### config.mk
export PLATFORM = sky130hd
export DESIGN_NAME = patmatch_event
export DESIGN_NICKNAME = d
export VERILOG_FILES = /design/src/rtl/patmatch_pkg.sv /design/src/rtl/patmatch_sync.sv /design/src/rtl/patmatch_cmp.sv /design/src/rtl/patmatch_flag.sv /design/src/rtl/patmatch_event.sv
export SDC_FILE = /design/constraint.sdc
export NUM_CORES = 1
export LEC_CHECK = 0
export BUFFER_PORTS_ARGS = -buffer_cell sky130_fd_sc_hd__buf_4
export CAP_MARGIN = 40
export CORE_ASPECT_RATIO = 0.5
export CORE_MARGIN = 8
export CORE_UTILIZATION = 40
export DETAILED_ROUTE_END_ITERATION = 6
export PLACE_DENSITY = 0.72
export SLEW_MARGIN = 40
export SYNTH_ARGS = -nofsm -noshare
export SYNTH_HDL_FRONTEND = slang
export SYNTH_SLANG_ARGS = --single-unit
### constraint.sdc
create_clock -name clk -period 2.7 [get_ports clk]
set_clock_uncertainty 0.1 [all_clocks]
set_input_delay 0.27 -clock clk [delete_from_list [all_inputs] [get_ports clk]]
set_output_delay 0.27 -clock clk [all_outputs]
set_load 0.1 [all_outputs]
### src/rtl/patmatch_pkg.sv
`timescale 1ns/1ps
package patmatch_pkg;
  localparam int unsigned NPORT = 2;

  typedef enum logic {
    PORT_A = 1'b0,
    PORT_B = 1'b1
  } port_sel_e;

  typedef enum logic {
    SENSE_NE = 1'b0,
    SENSE_EQ = 1'b1
  } sense_e;
endpackage

### src/rtl/patmatch_sync.sv
`timescale 1ns/1ps
module patmatch_sync
  import patmatch_pkg::*;
#(
  parameter int unsigned W = 32
) (
  input  logic                       clk,
  input  logic                       rst_n,
  input  logic [NPORT-1:0][W-1:0]    pins_i,
  output logic [NPORT-1:0][W-1:0]    pins_q
);
  // One register stage per port ahead of the comparator.
  for (genvar g = 0; g < NPORT; g++) begin : g_port
    always_ff @(posedge clk or negedge rst_n) begin
      if (!rst_n) pins_q[g] <= '0;
      else        pins_q[g] <= pins_i[g];
    end
  end
endmodule

### src/rtl/patmatch_cmp.sv
`timescale 1ns/1ps
module patmatch_cmp
  import patmatch_pkg::*;
#(
  parameter int unsigned W = 32
) (
  input  logic                    clk,
  input  logic                    rst_n,
  input  logic [NPORT-1:0][W-1:0] pins_q,
  input  logic                    cfg_load,
  input  logic                    cfg_use_b,
  input  logic [W-1:0]            cfg_mask,
  input  logic [W-1:0]            cfg_value,
  input  logic                    cfg_sense_eq,
  output logic                    match_now,
  output logic                    match_prev,
  output logic                    rise_evt
);
  port_sel_e      sel_q;
  sense_e         sense_q;
  logic [W-1:0]   mask_q;
  logic [W-1:0]   value_q;
  logic [W-1:0]   chosen;

  // Match term: masked equality, inverted when inequality is requested.
  function automatic logic match_term(input logic [W-1:0] pv,
                                      input logic [W-1:0] m,
                                      input logic [W-1:0] v,
                                      input sense_e       s);
    logic same;
    same = ((pv & m) == v);
    return same ^ (s == SENSE_NE);
  endfunction

  always_ff @(posedge clk or negedge rst_n) begin
    if (!rst_n) begin
      sel_q   <= PORT_A;
      sense_q <= SENSE_EQ;
      mask_q  <= '0;
      value_q <= '0;
    end else if (cfg_load) begin
      sel_q   <= port_sel_e'(cfg_use_b);
      sense_q <= sense_e'(cfg_sense_eq);
      mask_q  <= cfg_mask;
      value_q <= cfg_value;
    end
  end

  assign chosen    = (sel_q == PORT_B) ? pins_q[1] : pins_q[0];
  assign match_now = match_term(chosen, mask_q, value_q, sense_q);

  // Previous term keeps tracking through loads, so a load that turns the
  // term true is compared against the term that held before it.
  always_ff @(posedge clk or negedge rst_n) begin
    if (!rst_n) match_prev <= 1'b1;
    else        match_prev <= match_now;
  end

  assign rise_evt = match_now & ~match_prev;

  AST_RISE_HAS_CAUSE: assert property (@(posedge clk) disable iff (!rst_n)
    rise_evt |-> ($past(cfg_load) || (pins_q != $past(pins_q))));
endmodule

### src/rtl/patmatch_flag.sv
`timescale 1ns/1ps
module patmatch_flag (
  input  logic clk,
  input  logic rst_n,
  input  logic rise_evt,
  input  logic evt_ack,
  input  logic wait_req,
  output logic evt_pending,
  output logic wait_done
);
  logic consume;
  logic pend_d;

  assign consume = wait_req & evt_pending & ~wait_done;

  always_comb begin
    pend_d = evt_pending;
    if (evt_ack || consume) pend_d = 1'b0;
    if (rise_evt)           pend_d = 1'b1;  // set wins
  end

  always_ff @(posedge clk or negedge rst_n) begin
    if (!rst_n) begin
      evt_pending <= 1'b0;
      wait_done   <= 1'b0;
    end else begin
      evt_pending <= pend_d;
      wait_done   <= consume;
    end
  end

  AST_SET_WINS: assert property (@(posedge clk) disable iff (!rst_n)
    rise_evt |=> evt_pending);
  AST_ACK_CLEARS: assert property (@(posedge clk) disable iff (!rst_n)
    (evt_ack && !rise_evt) |=> !evt_pending);
  AST_STICKY: assert property (@(posedge clk) disable iff (!rst_n)
    (evt_pending && !evt_ack && !wait_req) |=> evt_pending);
  AST_DONE_PULSE: assert property (@(posedge clk) disable iff (!rst_n)
    wait_done |=> !wait_done);
  AST_DONE_FROM_PENDING: assert property (@(posedge clk) disable iff (!rst_n)
    wait_done |-> $past(evt_pending && wait_req));
endmodule

### src/rtl/patmatch_event.sv
`timescale 1ns/1ps
module patmatch_event
  import patmatch_pkg::*;
#(
  parameter int unsigned W = 32
) (
  input  logic         clk,
  input  logic         rst_n,
  input  logic [W-1:0] port_a,
  input  logic [W-1:0] port_b,
  input  logic         cfg_load,
  input  logic         cfg_use_b,
  input  logic [W-1:0] cfg_mask,
  input  logic [W-1:0] cfg_value,
  input  logic         cfg_sense_eq,
  input  logic         evt_ack,
  input  logic         wait_req,
  output logic         evt_pending,
  output logic         wait_done
);
  logic [NPORT-1:0][W-1:0] pins_raw;
  logic [NPORT-1:0][W-1:0] pins_q;
  logic                    match_now;
  logic                    match_prev;
  logic                    rise_evt;

  assign pins_raw[0] = port_a;
  assign pins_raw[1] = port_b;

  patmatch_sync #(.W(W)) u_sync (
    .clk    (clk),
    .rst_n  (rst_n),
    .pins_i (pins_raw),
    .pins_q (pins_q)
  );

  patmatch_cmp #(.W(W)) u_cmp (
    .clk          (clk),
    .rst_n        (rst_n),
    .pins_q       (pins_q),
    .cfg_load     (cfg_load),
    .cfg_use_b    (cfg_use_b),
    .cfg_mask     (cfg_mask),
    .cfg_value    (cfg_value),
    .cfg_sense_eq (cfg_sense_eq),
    .match_now    (match_now),
    .match_prev   (match_prev),
    .rise_evt     (rise_evt)
  );

  patmatch_flag u_flag (
    .clk         (clk),
    .rst_n       (rst_n),
    .rise_evt    (rise_evt),
    .evt_ack     (evt_ack),
    .wait_req    (wait_req),
    .evt_pending (evt_pending),
    .wait_done   (wait_done)
  );

  AST_FLAG_FROM_ENTRY: assert property (@(posedge clk) disable iff (!rst_n)
    $rose(evt_pending) |-> $past(match_now && !match_prev));
  AST_DONE_NEEDS_REQ: assert property (@(posedge clk) disable iff (!rst_n)
    wait_done |-> $past(wait_req));
endmodule

==> results of run 1 <==
==> cells by family after synthesis <==
| logic type | count (synthesis) | synth area share, % |
|---|---|---|
| XOR/XNOR | 1 | 0.169 |
| multiplexers | 78 | 16.6 |
| flip-flops | 133 | 64.1 |
| buffers and inverters | 34 | 3.45 |
| AND/OR/NAND/NOR | 78 | 9.28 |
| AO/OA/AOI/OAI | 54 | 6.39 |
==> area by class of cell <==
class / instances / area share (%)
inverter: 20 / 0.883
clock buffer: 18 / 5.17
sequential: 133 / 39.2
tap: 170 / 2.50
clock inverter: 14 / 2.08
multi-input combinational: 211 / 21.3
timing repair buffer: 271 / 28.7
antenna: 3 / 0.0883
==> stage by stage <==
stage	instance area (µm²)	setup slack (ns)	TNS (ns)	std cells	hold slack [ns]
3_3_place_gp	6440	0.102	0	678	0.226
3_5_place_dp	6440	0.110	0	678	0.234
5_1_grt	8490	-0.00828	-0.00828	838	-0.00000216
6_report	8500	0.115	0	840	0.00971
2_1_floorplan	5190	0.453	0	378	-0.126
4_1_cts	8220	0.0898	0	827	0.000215
==> path summary, 6_finish.rpt <==
check / startpoint / end / slack (ns) / depth (start not counted)
worst min register to register: u_flag.wait_done / u_flag.wait_done / 0.33 / 1
min in group asynchronous: rst_n / u_cmp.mask_q[23] / 0.36 / 2
worst min-delay path: cfg_value[18] / u_cmp.value_q[18] / 0.01 / 2
max in group asynchronous: rst_n / u_cmp.mask_q[14] / 1.40 / 3
worst max-delay path: u_cmp.sel_q / u_flag.evt_pending / 0.11 / 9
worst max register to register: u_cmp.sel_q / u_flag.evt_pending / 0.11 / 9
==> where the power goes <==
group          switching, mW  internal [mW]
logic                  0.338          0.504
registers             0.0881           2.15
clock network          0.896           1.49
total                   1.32           4.14
==> metal layers <==
| layer | part of all wire [%] | GRT usage, % |
|---|---|---|
| met5 | 0 | 0 |
| met3 | 3.9 | 4.77 |
| met1 | 39 | 18.7 |
| met4 | 3.4 | 9.80 |
| met2 | 54 | 30.0 |
==> sequential cells by signal, summed over array words and instances, names as in the netlist <==
name	flops
u_flag.wait_done	1
u_flag.evt_pending	1
u_cmp.sel_q	1
u_cmp.value_q	32
u_sync.pins_q	64
u_cmp.mask_q	32
u_cmp.match_prev	1
u_cmp.sense_q	1
==> synth_stat cells <==
cell type / number
o211ai_1: 1
nand2_1: 21
a21boi_0: 12
mux2i_1: 20
nor4b_1: 15
nand3b_1: 6
xor2_1: 1
nand2b_1: 1
dfstp_2: 2
and3b_1: 6
nand4_1: 4
or3b_2: 1
o21a_1: 10
nor2_1: 2
o41ai_1: 1
buf_6: 1
dfrtp_1: 131
mux2_2: 56
inv_1: 20
buf_8: 1
nor4b_2: 1
nor3_1: 20
buf_1: 3
or4_4: 1
clkbuf_1: 7
mux2_4: 2
o21ai_0: 30
buf_12: 2
==> timing repair <==
action,in CTS,in global routing
setup endpoints to repair,0,2
endpoints found under the hold margin,184,2
gates resized for setup,0,24
buffers inserted,0,5
hold buffers,117,2
==> cell usage in the layout (no fill, tap or decap), drive strengths merged, types with 4 or more instances in the layout <==
| cell | instances |
|---|---|
| nand2 | 21 |
| mux2 | 58 |
| dfrtp | 131 |
| clkbuf | 21 |
| o21ai | 30 |
| nor4b | 16 |
| nand4 | 4 |
| o21a | 10 |
| inv | 23 |
| dlygate4sd3 | 119 |
| a21boi | 12 |
| nand3b | 6 |
| mux2i | 20 |
| buf | 149 |
| clkinv | 6 |
| and3b | 6 |
| nor3 | 20 |
==> impl_metrics.py, run 1 <==
metrics = {
    "worst_setup_path": {
        "cpPeakStageDelay_ns": 0.53,
        "critPathRequiredTime_ns": 2.92,
        "critical-path-top-delay-family": "simple AND/OR/NAND/NOR gates",
        "cp_num_buf_inv": 3,
        "critPathArrivalTime_ns": 2.81,
        "path_cells": "clkbuf_16 > buf_6 > mux2i_4 > nor3_2 > nor4b_2 > buf_4 > nand4_1 > or4_4 > o211ai_1",
        "cp_slowest_cell": "dfrtp_2",
        "kind_of_capture_point_of_the_worst_setup_path": "flop",
        "crit_path_start_kind": "flop",
        "crit_path_category": "flop to flop",
        "path_max_fanout": 6,
    },
    "drt": {
        "wl_per_cell_um": 17.7,
        "postRouteAntennaNets": 0,
        "drt_first_pass_iters": 4,
        "drt_wl_total_mm": 14.9,
        "remaining_drc_errors": 0,
        "via_count_of_the_routed_design": 4028,
        "vias_per_cell": 4.80,
        "drt_first_iter_violations": 228,
    },
    "yosys": {
        "ys_warn_count": 0,
        "synth_area_leaders": "dfrtp_1, mux2_2, mux2i_1, o21ai_0, nor4b_1",
        "synth.cell_area_mm2": 0.00519,
        "synth_area_leader_cell": "dfrtp_1",
        "postSynthNetCount": 513,
        "synth_top_area_share_pct": 63.1,
        "synthDistinctLibCells": 28,
        "synth_sequential_area_ratio_pct": 64.1,
        "synth_cells": 378,
        "syn_avg_cell_area_um2": 13.7,
        "post_synthesis_register_bit_count": 133,
    },
    "cts": {
        "cts_root_buf": "clkbuf_16",
        "clock_pin_slew_on_the_worst_setup_and_hold_paths_ns": 0.06,
        "clock_sink_count": 133,
        "clock_network_latency_to_the_later_pin_of_the_worst_skew_pair_ns": 0.41,
        "cts_inserted_buffers": 17,
        "h-tree-depth": 4,
        "cts_tree": "yes",
        "cts.path.max_buffers": 2,
    },
    "timing": {
        "final_max_slew_viol_count": 0,
        "min_period_over_period_pct": 95.8,
        "worstMarginPinSlew_ns": 0.653,
        "rsz_0062_raised_after_global_routing": "yes",
        "hold_viol_final": 0,
        "worst_slew_margin_pct": 56.5,
        "final-setup-viol-count": 0,
        "max_freq_ghz": 0.387,
        "fin_crit_ns": 2.59,
    },
    "placed_design": {
        "place.detailed.hpwl_mm": 9.06,
        "portBuffers": 136,
        "globalplace.congestion": 0.737,
    },
    "cells_and_area": {
        "num-fill-cells": 844,
        "layout.core_utilization_pct": 67.1,
        "regArea_mm2": 0.00333,
        "multi_input_comb_area_mm2": 0.00181,
        "drive_gt1_share_pct": 39.7,
        "area_delta_synth_final_pct": 63.7,
        "layout.nets": 789,
    },
    "die": {
        "top_level_ports": 137,
        "rows": 29,
        "initial_core_util_pct": 41.0,
        "die_extent_in_x_um": 177,
        "die_area_mm2": 0.0171,
        "die_y_um": 96.6,
        "coreArea_mm2": 0.0127,
    },
    "pwr": {
        "power.density_cell_area_mw_per_mm2": 642,
        "leakagePower_nw": 3.87,
        "design_power_total_mw": 5.46,
        "irDropWorstVdd_mv": 0.450,
    },
    "job": {
        "cap_viol_max_count": 0,
    },
    "worst_hold_path": {
        "worstHoldPathType": "input pin to flop",
    },
    "global_route": {
        "first_global_vias": 4464,
        "grt_first_pass_wirelength_mm": 22.5,
        "antenna_found_initial": 1,
        "grt_util_all_layers_pct": 17.0,
        "grt_start_max_net_pins": 73,
        "grt-ovfl-total": 0,
    },
    "run_status": {
        "outcome": "finished, final reports clean",
    },
}
(Power assumes the default switching activity.)
==> inputs of run 2 (changes only) <==
- BUFFER_PORTS_ARGS: -buffer_cell sky130_fd_sc_hd__buf_4 -> -buffer_cell sky130_fd_sc_hd__buf_2
==> run 2 against run 1 <==
  * Sequential share of layout area up 2.2 points
  * Hold slack better by 0.0017 ns
  * Global-route usage down 0.31 points
  * Clock power about the same
  * Final area down 5.3%
  * Via count down 0.70%
  * Setup slack worse by 0.068 ns
  * Die area unchanged
  * Critical path depth down 1
  * Combinational power down 11%
  * Flip-flop and latch count unchanged
  * Critical path type unchanged
  * Largest cell class unchanged
  * Largest power group unchanged
  * Highest routed layer unchanged
==> impl_metrics.py, run 2 (same netlist as run 1, synthesis figures left out) <==
metrics = {
    "die": {
        "die_extent_in_x_um": 177,
        "top_level_ports": 137,
        "die_y_um": 96.6,
        "die_area_mm2": 0.0171,
        "coreArea_mm2": 0.0127,
        "rows": 29,
        "initial_core_util_pct": 41.0,
    },
    "drt": {
        "vias_per_cell": 4.74,
        "remaining_drc_errors": 0,
        "drt_wl_total_mm": 14.5,
        "drt_first_pass_iters": 4,
        "via_count_of_the_routed_design": 4000,
        "postRouteAntennaNets": 0,
        "drt_first_iter_violations": 267,
        "wl_per_cell_um": 17.1,
    },
    "worst_setup_path": {
        "crit_path_category": "flop to flop",
        "kind_of_capture_point_of_the_worst_setup_path": "flop",
        "path_max_fanout": 11,
        "reg2reg_depth": 8,
        "rrSetupSlack_ns": 0.05,
        "critPathArrivalTime_ns": 2.88,
        "cpPeakStageDelay_ns": 0.58,
        "crit_path_start_kind": "flop",
        "crit_path_frequent_cell": "buf_6",
        "critPathRequiredTime_ns": 2.92,
        "cp_depth": 8,
        "path_cells": "buf_6 > buf_6 > mux2i_1 > nor3_1 > nor4b_1 > nand4_1 > or4_4 > o211ai_1",
        "critical_path.reg2reg.startpoint": "u_cmp.sel_q",
        "critical-path-top-delay-family": "simple AND/OR/NAND/NOR gates",
        "cp_num_buf_inv": 2,
        "cp_slowest_cell": "or4_4",
        "rr_endpoint": "u_flag.evt_pending",
    },
    "global_route": {
        "grt_use_met1_pct": 19.1,
        "grt-ovfl-total": 0,
        "grt_first_pass_wirelength_mm": 21.9,
        "first_global_vias": 4287,
        "grt_start_max_net_pins": 71,
        "globalRoute.busiestLayer": "met2",
        "antenna_found_initial": 0,
        "grt_util_all_layers_pct": 16.7,
        "globalRouteMet3Util_pct": 4.11,
        "grtUsageMet2_pct": 30.1,
    },
    "pwr": {
        "leakagePower_nw": 3.71,
        "clockPowerShare_pct": 44.5,
        "irDropWorstVdd_mv": 0.364,
        "power.density_cell_area_mw_per_mm2": 666,
        "share_seq_of_total_power_pct": 41.6,
        "share_comb_of_total_power_pct": 13.9,
        "internal_power_mw": 4.06,
        "swShare_pct": 24.3,
        "design_power_total_mw": 5.36,
        "net-switching-power_mw": 1.30,
    },
    "placed_design": {
        "portBuffers": 136,
        "place.detailed.hpwl_mm": 8.78,
        "globalplace.congestion": 0.784,
        "post_dp_cell_area_mm2": 0.00613,
        "dp_slack_ns": -0.0659,
    },
    "timing": {
        "final_max_slew_viol_count": 0,
        "hold_viol_final": 0,
        "max_freq_ghz": 0.377,
        "worst_slew_margin_pct": 58.2,
        "setup_slack_ns": 0.0462,
        "min_period_over_period_pct": 98.3,
        "fin_crit_ns": 2.65,
        "final-setup-viol-count": 0,
        "whs_ns": 0.0114,
        "worstMarginPinSlew_ns": 0.627,
    },
    "worst_hold_path": {
        "worstHoldPathType": "input pin to flop",
        "hold_depth": 2,
        "min-delay-start": "cfg_value[13]",
        "holdPathEnd": "u_cmp.value_q[13]",
    },
    "cells_and_area": {
        "area_delta_synth_final_pct": 55.1,
        "layout_common_cells": "buf_2, dfrtp_1, dlygate4sd3_1, mux2_2, o21ai_0",
        "layout.nets": 794,
        "layout.cells.most_common": "buf_2",
        "largestRegisters": "u_sync.pins_q (64), u_cmp.mask_q (32), u_cmp.value_q (32)",
        "drive_gt1_share_pct": 38.1,
        "final_design_area_no_fill_mm2": 0.00805,
        "max_flop_register": "u_sync.pins_q",
        "largest_register_ffs": 64,
    },
    "cts": {
        "clock_sink_count": 133,
        "cts_tree": "yes",
        "cts_inserted_buffers": 17,
        "clock_network_latency_to_the_later_pin_of_the_worst_skew_pair_ns": 0.41,
        "clock_pin_slew_on_the_worst_setup_and_hold_paths_ns": 0.06,
        "h-tree-depth": 4,
        "cts_root_buf": "clkbuf_16",
        "cts.path.max_buffers": 2,
    },
    "job": {
        "cap_viol_max_count": 0,
    },
    "run_status": {
        "outcome": "finished, final reports clean",
    },
}
run 2: cell types whose count changed in the layout (fill, tap and decap cells not counted), sizes merged:
cell	before	now
buf	149	155
clkbuf	21	18
dlygate4sd3	119	121
diode	3	2
run 2: cell type report:
cell class | instances | area [µm²]
clock buffer | 18 | 439
sequential | 133 | 3330
tap | 170 | 213
fill | 907 | 4610
inverter | 20 | 75.1
antenna | 2 | 5.00
clock inverter | 14 | 176
timing repair buffer | 276 | 2090
multi-input combinational | 211 | 1720
run 2: metrics by stage:
step / utilization, % / setup TNS (ns) / std cells
after CTS: 62.9 / 0 / 838
final: 63.6 / 0 / 844
after floorplan: - / 0 / 378
after global routing: 63.6 / -0.0951 / 842
after detailed placement: 48.4 / -0.0999 / 685
after global placement: 48.4 / -0.121 / 685
run 2: repair_timing:
| action | in CTS | in global routing |
|---|---|---|
| resized for setup | 3 | 8 |
| setup endpoints to repair | 2 | 2 |
| hold endpoints to repair | 187 | 0 |
| cloned | 0 | 0 |
| hold buffers | 121 | 0 |
| pin swaps | 0 | 6 |
| buffers inserted | 0 | 4 |
run 2: routing by layer:
layer  wire length, µm  up-vias
met4               318        0
met2              7900       79
met3               497       27
li1                  -     1899
met1              5750     1995
met5                 0        -
run 2: worst max-delay path by stage:
stage,end,slack (ns),startpoint
after global routing,u_flag.evt_pending,-0.06,u_cmp.sel_q
after floorplan,u_flag.evt_pending,0.45,u_cmp.sel_q
after global placement,u_flag.evt_pending,-0.08,u_cmp.sel_q
after detailed placement,u_flag.evt_pending,-0.07,u_cmp.sel_q
after CTS,u_flag.evt_pending,0.02,u_cmp.sel_q
final,u_flag.evt_pending,0.05,u_cmp.sel_q
run 2: power by group through the flow:
stage | logic [mW] | clock network [mW] | registers [mW]
after floorplan | 0.316 | 0 | 2.26
after global placement | 0.545 | 0 | 2.26
after detailed placement | 0.558 | 0 | 2.26
after CTS | 0.701 | 2.44 | 2.23
after global routing | 0.808 | 2.54 | 2.25
final | 0.746 | 2.38 | 2.23
